### src/rtl/seqtab_store.sv
module seqtab_store #(
  parameter int DW    = 32,
  parameter int NSEQ  = 16,
  parameter int NWORD = 4,
  parameter int AW    = 10,
  parameter logic [AW-1:0] KEY_ADDR = 10'h008,
  parameter logic [AW-1:0] CMD_ADDR = 10'h00C,
  parameter logic [AW-1:0] TBL_BASE = 10'h100,
  parameter logic [DW-1:0] KEY_VAL  = 32'h5AF0_5AF0,
  parameter logic [NWORD*DW-1:0] SEQ0_INIT = {32'h0, 32'h0, 32'h0000_1C08, 32'h0818_0403}
) (
  input  logic                     clk,
  input  logic                     rst_n,
  input  logic                     bus_wr,
  input  logic [AW-1:0]            bus_addr,
  input  logic [DW-1:0]            bus_wdata,
  output logic [DW-1:0]            bus_rdata,
  input  logic [$clog2(NSEQ)-1:0]  eng_seq,
  input  logic [$clog2(NWORD)-1:0] eng_word,
  output logic [DW-1:0]            eng_data
);
  localparam int SW    = $clog2(NSEQ);
  localparam int WW    = $clog2(NWORD);
  localparam int IW    = SW + WW;
  localparam int DEPTH = NSEQ * NWORD;

  logic [DW-1:0] tbl_q [DEPTH];
  logic locked_q, armed_q;

  wire hit_tbl = (bus_addr[1:0] == 2'b00) && (bus_addr[AW-1:IW+2] == TBL_BASE[AW-1:IW+2]);
  wire hit_key = (bus_addr == KEY_ADDR);
  wire hit_cmd = (bus_addr == CMD_ADDR);
  wire [IW-1:0] bus_idx = bus_addr[IW+1:2];
  wire key_ok     = bus_wr && hit_key && (bus_wdata == KEY_VAL);
  wire cmd_lock   = bus_wr && hit_cmd && armed_q && (bus_wdata[1:0] == 2'b01);
  wire cmd_unlock = bus_wr && hit_cmd && armed_q && (bus_wdata[1:0] == 2'b10);
  wire tbl_we     = bus_wr && hit_tbl && !locked_q;

  always_ff @(posedge clk or negedge rst_n)
    if (!rst_n)      armed_q <= 1'b0;
    else if (bus_wr) armed_q <= key_ok;

  always_ff @(posedge clk or negedge rst_n)
    if (!rst_n)          locked_q <= 1'b1;
    else if (cmd_lock)   locked_q <= 1'b1;
    else if (cmd_unlock) locked_q <= 1'b0;

  for (genvar g = 0; g < DEPTH; g++) begin : g_word
    localparam logic [DW-1:0] RV = (g < NWORD) ? SEQ0_INIT[(g % NWORD)*DW +: DW] : '0;
    always_ff @(posedge clk or negedge rst_n)
      if (!rst_n)                            tbl_q[g] <= RV;
      else if (tbl_we && bus_idx == IW'(g))  tbl_q[g] <= bus_wdata;
  end

  always_comb begin
    bus_rdata = '0;
    if (hit_tbl)      bus_rdata = tbl_q[bus_idx];
    else if (hit_cmd) bus_rdata = {{(DW-1){1'b0}}, locked_q};
  end

  assign eng_data = tbl_q[{eng_seq, eng_word}];

  a_r1_reset_locked: assert property (@(posedge clk) $rose(rst_n) |-> locked_q && !armed_q);
  a_r2_ports_agree: assert property (@(posedge clk) disable iff (!rst_n)
    (hit_tbl && bus_idx == {eng_seq, eng_word}) |-> bus_rdata == eng_data);
  a_r3_locked_hold: assert property (@(posedge clk) disable iff (!rst_n)
    (bus_wr && hit_tbl && locked_q) |=> tbl_q[$past(bus_idx)] == $past(tbl_q[bus_idx]));
  a_r5_unlock: assert property (@(posedge clk) disable iff (!rst_n)
    (bus_wr && hit_cmd && armed_q && bus_wdata[1:0] == 2'b10) |=> !locked_q);
  a_r6_lock: assert property (@(posedge clk) disable iff (!rst_n)
    (bus_wr && hit_cmd && armed_q && bus_wdata[1:0] == 2'b01) |=> locked_q);
  a_r7_disarm: assert property (@(posedge clk) disable iff (!rst_n)
    (bus_wr && !(hit_key && bus_wdata == KEY_VAL)) |=> !armed_q);
  a_r7_nokey: assert property (@(posedge clk) disable iff (!rst_n)
    (bus_wr && hit_cmd && !armed_q) |=> $stable(locked_q));
  a_r8_badcmd: assert property (@(posedge clk) disable iff (!rst_n)
    (bus_wr && hit_cmd && (bus_wdata[1:0] == 2'b00 || bus_wdata[1:0] == 2'b11)) |=> $stable(locked_q));
endmodule

### config.mk
export PLATFORM = sky130hd
export DESIGN_NAME = seqtab_store
export DESIGN_NICKNAME = d
export VERILOG_FILES = /design/src/rtl/seqtab_store.sv
export SDC_FILE = /design/constraint.sdc
export NUM_CORES = 2
export LEC_CHECK = 0
export ABC_AREA = 0
export BUFFER_PORTS_ARGS = -buffer_cell sky130_fd_sc_hd__buf_2
export CORE_MARGIN = 2
export CORE_UTILIZATION = 39
export DETAILED_ROUTE_END_ITERATION = 7
export GPL_TIMING_DRIVEN = 0
export SYNTH_ARGS = -nofsm -noshare
export SYNTH_HDL_FRONTEND = slang
export SYNTH_SLANG_ARGS = --single-unit
### constraint.sdc
create_clock -name clk -period 2 [get_ports clk]
set_input_delay 0 -clock clk [delete_from_list [all_inputs] [get_ports clk]]
set_output_delay 0 -clock clk [all_outputs]
set_load 0.05 [all_outputs]
==> results.md <==
* Result of the run: complete, but fails checks
* Violated checks: hold timing, capacitance limit, slew limit, setup timing
* Via density per instance at 6.99
* Root Driver: clkbuf_16
* Syn-to-layout area delta at 20.2%
* Starting Density at 0.391
* Arrival time of data at the critical path endpoint at 3.38 ns
* DRC violations left at 0
* Antenna-violating nets left at 0
* Cell type with the highest aggregate area in the netlist: dfrtp_1
* Cell Area, Synth at 0.109 mm2
* Library cell with the highest instance count after synthesis: dfrtp_1
* Area share of xor/xnor cells in the synthesized design at 0
* Final sum of negative setup slack at -338.38 ns
* Total count of max-transition violations in the final report at 8
* Part of the power in combinational logic at 0.103
* Clock tree from TritonCTS: yes
* Slowest cell on the critical path: nor2_1
* Aggregate global routing overflow at 0
* Number of violations reported at the end of detailed-routing iteration 0 at 11.5k
* Top-level port count at 115
* Clock group share of total power at 0.457
* Number of sinks on the clock net at 2,050
* Crit start category: input pin
* Netlist cell types at 40
* Max-cap violations at 1
* Worst Hold Class: in -> async
* DP HPWL at 365 mm
* Rel. slew slack at -0.234
* Maximum cell stage delay along the critical path at 1.49 ns
* Number of nets in the synthesized netlist at 6,783
* Setup repair after global routing missed its margin: true
* Placed cell count at 10.6k
* Worst R2R Path Depth at 9
* Register area at 0.0513 mm2
* Count of TritonRoute iterations in the first routing pass at 7
* Total setup violations reported at the end of the flow at 2,092
* Least setup slack across all paths after layout at -1.38 ns
* Yosys warnings at 0
* Initial antenna violation count at 60
* Seq pwr share at 0.439
* Mean instance size in the synthesized netlist at 16.2 um2
* Synthesized instance count at 6,732
* Port Buffer Count at 88
* Floorplan die width at 532 um
* Vias in the first global route at 77.3k
* Number of enable flip-flop cells after synthesis at 0
* Largest net degree at the start of global routing at 165
* Internal at 69.4 mW
* Fmax achieved at 296 MHz
* Die Footprint at 0.283 mm2
* Global-route wire length before repair at 706 mm
* Number of fill cells at 24.1k
* Top cells by count, synth: 2,039 x dfrtp_1, 1,953 x mux2_2, 1,159 x mux4_2, 349 x clkbuf_1, 259 x buf_2
* Highest fanout seen on the critical path at 10
* Hold_ws at -0.918 ns
* Fraction of power spent switching nets at 0.276
* Combinational family with the most area after synthesis: multiplexers
* Adder-Cell Fraction of Synth Area at 0
* Total via count in the routed design at 78.3k
* Post-route non-filler standard cell count at 11.2k
* Die height at 532 um
* Worst reg2reg setup slack at -0.35 ns
* Leak at 60.8 nW
* Async S/R FF share, synth at 1.00
* Total net switching power at 26.4 mW
* Data required time of the critical path at 2.00 ns
* Post-DR wirelength/cell at 48.4 um
* Total number of H-tree levels at 4
* Final critical-path share of the clock period at 1.69
* Worst setup path category: in -> out
* IR Drop Worst-Case VDD at 0.717 mV
* Share of the synthesized area in the top cell type at 0.469
* Worst-case clock buffer depth at 4
* Number of hold violations in the final report at 677
* Cell-by-cell trace of the critical path: clkbuf_1 > clkbuf_2 > nor2_1 > a22oi_1 > nand2_2 > buf_6
* Power per cell area at 732 mW/mm2
* FF+latch count, synth at 2,050
* Routed WL at 542 mm
* Slew at the pin closest to its max-slew limit at 1.84 ns
* Proportion of synthesized area in mux cells at 0.472
* Clock transition at the registers of the reported paths at 0.06 ns
* Number of buffers created by CTS at 232
* Cell types occupying the most area after synthesis: dfrtp_1 47%, mux4_2 24%, mux2_2 20%
* Fin crit period at 3.38 ns
* Post-layout net count at 7,322
* Fraction of final layout cells sized beyond drive strength 1 at 0.613
* Part of the Yosys area used for sequential elements at 0.471
* Reg2reg start: locked_q
* Latest clock arrival within the worst-skew pair at 0.93 ns
* Combined global-route utilization of all metal layers at 0.371
* Simple-Gate Fraction of Synth Area at 0.0101
* Worst Skew at 0.0414 ns
* Area inside the core boundary at 0.279 mm2
* Final core utilization at 0.470
* Row cnt at 194
* Combined area of the multi-input logic cells at 0.0567 mm2
* Kind of end point of the critical path: output pin
* Gpl congestion at 1.00
* RR Endpoint: tbl_q[1396]
* Fraction of the mapped netlist area in compound gates at 0.0171
* Post-synth top flop: dfrtp_1
[routing by layer]
layer	routed length, um	GRT usage	vias to the layer above	part of all wire
met3	77200	0.160	2007	0.14
met2	225000	0.519	6454	0.41
met4	50000	0.274	38	0.092
li1	-	-	27500	-
met1	190000	0.455	42400	0.35
met5	714	0.0116	-	0.0013
[cells in the final DEF, fill, tap and decap left out, drive strengths merged, types with 3 or more instances in the layout]
cell           synthesis  final
clkinvlp               0      5
dfstp                 11     11
o22ai                 26     26
nand2b                 8      8
mux2                2076   2076
nor4bb                 4      4
mux4                1159   1159
clkinv                 1     38
a221oi                14     14
nand3                  3      3
bufbuf                 0      5
a211oi                 7      7
clkbuf               349    739
nor3                   9      9
a21oi                 51     51
a22oi                109    109
buf                  411    636
nand2                132    132
diode                  0     30
o21ai                 50     50
dfrtp               2039   2039
dlygate4sd3            0     39
o221a                 17     17
and2                   4      4
clkdlybuf4s15          0      3
nor4                   3      3
mux2i                187    187
bufinv                 0      7
nor2                  19     19
inv                    1      5
nor2b                 31     31
[how the worst max path moves through the flow]
| stage | startpoint | endpoint | slack [ns] |
|---|---|---|---|
| floorplan | bus_addr[3] | bus_rdata[12] | -0.18 |
| global placement | rst_n | tbl_q[1169] | -45.43 |
| detailed placement | eng_word[0] | eng_data[21] | -2.62 |
| CTS | tbl_q[1925] | eng_data[5] | -1.28 |
| global route | tbl_q[1624] | eng_data[24] | -1.22 |
| finish | eng_seq[3] | eng_data[24] | -1.38 |
[stage by stage]
step,setup slack [ns],power (mW),hold WS (ns),instance area [um2]
2_1_floorplan,-0.182,46.5,-0.296,109000
3_3_place_gp,-45.43,51.1,0.279,114000
3_5_place_dp,-2.62,51.7,0.0424,115000
4_1_cts,-1.28,94.9,-0.910,128000
5_1_grt,-1.22,97.2,-0.848,131000
6_report,-1.38,95.8,-0.918,131000
[flip-flops by register name, indices dropped and copies added (netlist names)]
register,flops
armed_q,1
tbl_q,2048
locked_q,1
[kinds of logic (layout without fill, tap and decap cells)]
family,after synthesis,in the layout
muxes,3422,3422
DFF,2050,2050
buffers and inverters,762,1477
AOI/OAI and AO/OA,275,275
and+or+nand+nor,223,223
other,0,30
[layout make-up]
class                           instances  area share
Antenna cell                           30    0.000574
Buffer                                757      0.0484
Clock buffer                          357      0.0538
Clock inverter                         53     0.00378
Inverter                                2   0.0000574
Multi-Input combinational cell       3920       0.433
Sequential cell                      2050       0.392
Tap cell                             3724      0.0356
Timing Repair Buffer                  308      0.0330
[worst max-delay path, delay by kind of cell]
kind                   cells  cell delay [ns]
AOI/OAI and AO/OA          1             0.48
buffers and inverters      3             1.08
and+or+nand+nor            2             1.78
[power by group through the flow]
stage | registers, mW | clock network, mW | logic, mW
after floorplan | 42.7 | 0 | 3.81
after global placement | 42.9 | 0 | 8.22
after detailed placement | 42.8 | 0 | 8.83
after CTS | 42.1 | 43.5 | 9.36
after global routing | 42.1 | 45.3 | 9.83
final | 42.1 | 43.8 | 9.90
[timing repair]
item	in CTS	in global routing
setup endpoints to repair	2457	2169
pin swaps	69	27
hold endpoints to repair	827	573
hold buffers	39	3
cloned	16	32
buffers inserted	48	55
gates resized for setup	1268	626
Note: power is estimated with default switching activity, not from simulation.
